`config.mk`:
```
export PLATFORM = sky130hd
export DESIGN_NAME = sector_sync_guard
export DESIGN_NICKNAME = d
export VERILOG_FILES = /design/src/rtl/ssg_pkg.sv /design/src/rtl/ssg_frame_track.sv /design/src/rtl/ssg_irq_hold.sv /design/src/rtl/sector_sync_guard.sv
export SDC_FILE = /design/constraint.sdc
export NUM_CORES = 1
export LEC_CHECK = 0
export CAP_MARGIN = 20
export CORE_MARGIN = 3
export CORE_UTILIZATION = 35
export DETAILED_ROUTE_END_ITERATION = 7
export DONT_BUFFER_PORTS = 1
export PLACE_DENSITY = 0.57
export SLEW_MARGIN = 40
export SYNTH_ARGS = -nofsm -noshare
export SYNTH_HDL_FRONTEND = slang
export SYNTH_SLANG_ARGS = --single-unit
```
`constraint.sdc`:
```
create_clock -name clk -period 3.25 [get_ports clk]
set_clock_uncertainty 0.2 [all_clocks]
set_input_delay 0.65 -clock clk [delete_from_list [all_inputs] [get_ports clk]]
set_output_delay 0.65 -clock clk [all_outputs]
set_load 0.02 [all_outputs]
```
`src/rtl/ssg_pkg.sv`:
```
package ssg_pkg;

  typedef enum logic [1:0] {
    CLS_NORMAL = 2'd0,
    CLS_SHORT  = 2'd1,
    CLS_LONG   = 2'd2
  } ssg_cls_e;

  typedef enum logic [2:0] {
    CAU_NONE    = 3'd0,
    CAU_IGNORED = 3'd1,
    CAU_INTERP  = 3'd2,
    CAU_RESYNC  = 3'd3,
    CAU_PROLONG = 3'd4,
    CAU_SHORT   = 3'd5,
    CAU_LONG    = 3'd6
  } ssg_cause_e;

  typedef struct packed {
    logic       start;
    ssg_cls_e   cls;
    ssg_cause_e cause;
    logic       interp;
  } ssg_dec_t;

  // Decision for one qualified word while framing is locked.
  function automatic ssg_dec_t ssg_decide(
    input logic        sync,
    input int unsigned pos,
    input int unsigned term,
    input int unsigned lim,
    input logic        pol_resync,
    input logic        pol_stretch,
    input logic        in_interp
  );
    ssg_dec_t d;
    d = '0;
    if (sync) begin
      if (pos >= term) begin
        d.start = 1'b1;
        d.cls   = (pos == term) ? CLS_NORMAL : CLS_LONG;
      end else if (pol_resync) begin
        d.start = 1'b1;
        d.cls   = CLS_SHORT;
        d.cause = in_interp ? CAU_SHORT : CAU_RESYNC;
      end else begin
        d.cause = CAU_IGNORED;
      end
    end else if (pos == term) begin
      if (pol_stretch) begin
        d.cause = CAU_PROLONG;
      end else begin
        d.start  = 1'b1;
        d.cls    = CLS_NORMAL;
        d.cause  = CAU_INTERP;
        d.interp = 1'b1;
      end
    end else if (pos >= lim) begin
      d.start  = 1'b1;
      d.cls    = CLS_LONG;
      d.cause  = CAU_LONG;
      d.interp = 1'b1;
    end
    return d;
  endfunction

endpackage

```
`src/rtl/ssg_frame_track.sv`:
```
module ssg_frame_track
  import ssg_pkg::*;
#(
  parameter int TERM  = 2352,
  parameter int LIM   = 2416,
  parameter int CNT_W = 12
) (
  input  logic             clk,
  input  logic             rst_n,
  input  logic             word_vld,
  input  logic             sync_det,
  input  logic             resync_mode,
  input  logic             stretch_mode,
  output ssg_dec_t         evt,
  output logic [CNT_W-1:0] cnt_q
);

  logic locked_q;
  logic pol_res_q;
  logic pol_str_q;
  logic interp_q;

  always_comb begin
    evt = '0;
    if (word_vld) begin
      if (!locked_q) begin
        evt.start = sync_det;
      end else begin
        evt = ssg_decide(sync_det, 32'(cnt_q), TERM, LIM,
                         pol_res_q, pol_str_q, interp_q);
      end
    end
  end

  always_ff @(posedge clk or negedge rst_n) begin
    if (!rst_n) begin
      cnt_q     <= '0;
      locked_q  <= 1'b0;
      pol_res_q <= 1'b0;
      pol_str_q <= 1'b0;
      interp_q  <= 1'b0;
    end else if (evt.start) begin
      cnt_q     <= CNT_W'(1);
      locked_q  <= 1'b1;
      pol_res_q <= resync_mode;
      pol_str_q <= stretch_mode;
      interp_q  <= evt.interp;
    end else if (word_vld && locked_q) begin
      cnt_q <= cnt_q + CNT_W'(1);
    end
  end

endmodule

```
`src/rtl/ssg_irq_hold.sv`:
```
module ssg_irq_hold
  import ssg_pkg::*;
(
  input  logic       clk,
  input  logic       rst_n,
  input  ssg_cause_e evt_cause,
  input  logic       irq_ack,
  output logic       irq,
  output logic [2:0] irq_cause
);

  always_ff @(posedge clk or negedge rst_n) begin
    if (!rst_n) begin
      irq       <= 1'b0;
      irq_cause <= 3'd0;
    end else if (evt_cause != CAU_NONE) begin
      irq       <= 1'b1;
      irq_cause <= evt_cause;
    end else if (irq_ack) begin
      irq       <= 1'b0;
      irq_cause <= 3'd0;
    end
  end

endmodule

```
`src/rtl/sector_sync_guard.sv`:
```
module sector_sync_guard
  import ssg_pkg::*;
#(
  parameter int SECTOR_WORDS = 2352,
  parameter int MAX_OVR      = 64
) (
  input  logic       clk,
  input  logic       rst_n,
  input  logic       word_vld,
  input  logic       sync_det,
  input  logic       resync_mode,
  input  logic       stretch_mode,
  input  logic       irq_ack,
  output logic       sector_start,
  output logic [1:0] sector_class,
  output logic       irq,
  output logic [2:0] irq_cause
);

  localparam int LIM   = SECTOR_WORDS + MAX_OVR;
  localparam int CNT_W = $clog2(LIM + 1);

  ssg_dec_t         evt;
  logic [CNT_W-1:0] frame_cnt;

  ssg_frame_track #(
    .TERM (SECTOR_WORDS),
    .LIM  (LIM),
    .CNT_W(CNT_W)
  ) u_track (
    .clk         (clk),
    .rst_n       (rst_n),
    .word_vld    (word_vld),
    .sync_det    (sync_det),
    .resync_mode (resync_mode),
    .stretch_mode(stretch_mode),
    .evt         (evt),
    .cnt_q       (frame_cnt)
  );

  ssg_irq_hold u_irq (
    .clk      (clk),
    .rst_n    (rst_n),
    .evt_cause(evt.cause),
    .irq_ack  (irq_ack),
    .irq      (irq),
    .irq_cause(irq_cause)
  );

  always_ff @(posedge clk or negedge rst_n) begin
    if (!rst_n) begin
      sector_start <= 1'b0;
      sector_class <= 2'd0;
    end else begin
      sector_start <= evt.start;
      if (evt.start) sector_class <= evt.cls;
    end
  end

endmodule

```
==> out/results.tsv <==
stage	metric	value	unit
cells_and_area	Final Instance Count excl. Fillers	175	
yosys	most area-consuming cells after synthesis	dfrtp_1 45%, nor2_1 4.4%, nand2_1 3.5%	
yosys	syn_nets	136	
global_routing	GRT Util Overall	0.128	
cts	clk sink count	23	
yosys	Post-synth EDFFs	0	
power	Peak VDD IR	0.000255	V
floorplanning	FP Rows	21	
yosys	dominant synthesized flop cell	dfrtp_1	
power	Pleak	0.582	nW
sta	RSZ-0062 raised after global routing	false	
job	MaxCap Viol Count	0	
route	Routed Antenna Nets	0	
route	via-per-instance ratio	5.29	
floorplanning	chip height	66.5	um
place	GP Congestion	0.760	
cells_and_area	final layout net count	139	
global_routing	global-route wire length before repair	4260	um
worst_setup_path	CP startpoint kind	flop	
yosys	Synth warnings	0	
cts	maximum buffer depth of the clock tree	2	
worst_setup_path	crit end category	flop	
route	Initial DRC Count	54	
cts	clk_lat worst skew	0.27	ns
sta	hold slack	0.147	ns
hold_path	Hold Path Class	primary input to async pin	
route	WL/cell	14.0	um
global_routing	gr ovfl total	0	
cells_and_area	final-layout fill cell count	342	
floorplanning	die area	0.00443	mm^2
yosys	post-synth top area share	0.449	
yosys	async set-reset flop share out of synthesis	1.00	
cts	Post-CTS Resized	0	
cells_and_area	most frequent cells in the layout	23 x dfrtp_1, 15 x nor2_1, 12 x nand2_1, 9 x inv_1, 8 x o21ai_0	
sta	final number of setup-violating endpoints	0	
cts	Reg clk slew, reported paths	0.08	ns
sta	Slew HR	0.653	
yosys	register bit total from synthesis	23	
floorplanning	IO Count	14	
route	via count	926	
worst_setup_path	Critical Path RT	3.21	ns
worst_setup_path	flop2flop setup slack	0.57	ns
place	PortBufs	0	
cts	CTS tree	built	
sta	Final Critical Period	2.68	ns
outcome	status	finished clean	
worst_setup_path	arrival time of the worst setup path	2.64	ns
yosys	syn avg cell area	10.1	um^2
global_routing	initial antenna violation count	0	
worst_setup_path	worst setup path category	flop to flop	
floorplanning	starting density of the core	0.373	
route	WL final	2440	um
route	1st-pass router iterations	4	
floorplanning	Core ar.	0.00344	mm^2
cells_and_area	# diodes	0	
sta	Final Cycle Share	0.825	
cts	CTS Root Cell	clkbuf_8	
yosys	Cells after Synth	127	
floorplanning	chip width	66.5	um
cts	TritonCTS Buffers	3	
worst_setup_path	Worst Path Max Fanout	14	
cts	H-tree Lvls	1	
sta	Slew @ Worst Pin	0.520	ns
sta	Fin. Hold Viols	0	
sta	total negative slack	0	ns
global_routing	largest net degree at the start of global routing	24	
sta	Max Fclk	0.373	GHz
cells_and_area	Area Overhead vs Synth	6.93	%
power	PD cells	532	mW/mm^2
cells_and_area	layout cells sized above 1	0.140	
yosys	sequential share of the synthesized area	0.449	
yosys	Post-Syn Area	0.00128	mm^2
sta	Slew Limit Fails	0	
yosys	dominant cell type by area after synthesis	dfrtp_1	
place	DPL Wire Length	1830	um
global_routing	number of global-route vias before repair	853	
yosys	post-synthesis cell type count	44	
route	DRC errors left	0	
power	Power, Total	0.730	mW
place	placed cell count	170	
cells_and_area	commonest non-fill, non-tap cell in the layout	dfrtp_1	
[worst paths after layout]
check	cells after the start	startpoint	to
min	1	rst_n	u_track.cnt_q[7]
min reg2reg	2	u_track.interp_q	u_track.interp_q
min in group clk	1	resync_mode	u_track.pol_res_q
max	7	u_track.cnt_q[0]	u_track.pol_str_q
max in group asynchronous	1	rst_n	u_track.locked_q
max reg2reg	7	u_track.cnt_q[0]	u_track.pol_str_q
[power by group]
part	total (mW)	switching, mW	internal (mW)	leakage [nW]
Combinational	0.155	0.0749	0.0800	0.256
Sequential	0.398	0.0650	0.333	0.300
Clock	0.176	0.0907	0.0855	0.0255
[timing repair]
item                                   CTS  global route
hold buffers                             1             0
setup buffers                            0             0
endpoints found under the hold margin   23             0
[cell type report]
class | count | area (um^2) | area share
clock buffers | 3 | 41.3 | 0.0301
inverters | 9 | 33.8 | 0.0246
repair buffers | 1 | 5.00 | 0.00365
clock inverters | 1 | 5.00 | 0.00365
flip-flops and latches | 23 | 576 | 0.420
well taps | 46 | 57.6 | 0.0420
multi-input cells | 92 | 653 | 0.476
[stage by stage]
stage	setup slack [ns]	utilization	instance area (um^2)
finish	0.568	0.398	1370
global route	0.416	0.398	1370
CTS	0.553	0.400	1380
detailed placement	0.567	0.383	1320
global placement	0.610	0.383	1320
floorplan	0.752	-	1280
[routing by layer]
metal / track usage / wire [um] / vias to the layer above
met5: 0 / 0 / -
met4: 0.0228 / 11 / 0
met3: 0.0455 / 114 / 2
met2: 0.166 / 1030 / 16
met1: 0.202 / 1290 / 446
li1: - / - / 462
[Yosys cell counts, drive strengths merged, types with 2 or more instances]
master,number
nand2,12
dfrtp,23
inv,9
a31oi,3
nor3,2
o21ai,10
o2111a,2
o21bai,2
a31o,3
buf,2
nand3,3
ha,2
xor2,3
or4b,2
a21oi,3
nor2,15
mux2,2
nand4,4
xnor2,4
and3,2
[worst max-delay path: stages (launching register included)]
cell and delay, ns:
dfrtp_1 0.40, inv_1 0.10, ha_1 0.14, or3b_4 0.38, or4b_4 0.56, a21oi_4 0.22
o21bai_4 0.25, mux2_4 0.34
[cells by family after synthesis]
family / count (synthesis) / share of synthesized area
adder cells (fa/ha/maj): 2 / 0.0195
XOR/XNOR: 7 / 0.0478
buffers and inverters: 12 / 0.0419
flip-flops: 23 / 0.449
multiplexers: 3 / 0.0312
AND/OR/NAND/NOR: 47 / 0.196
AO/OA/AOI/OAI: 33 / 0.215
[sequential cells by signal (all words and copies together) (netlist names)]
signal and count:
sector_start 1, u_track.cnt_q 12, u_irq.irq 1, sector_class 2, u_track.pol_res_q 1, u_track.locked_q 1
u_track.interp_q 1, u_irq.irq_cause 3, u_track.pol_str_q 1
(Power assumes the default switching activity.)
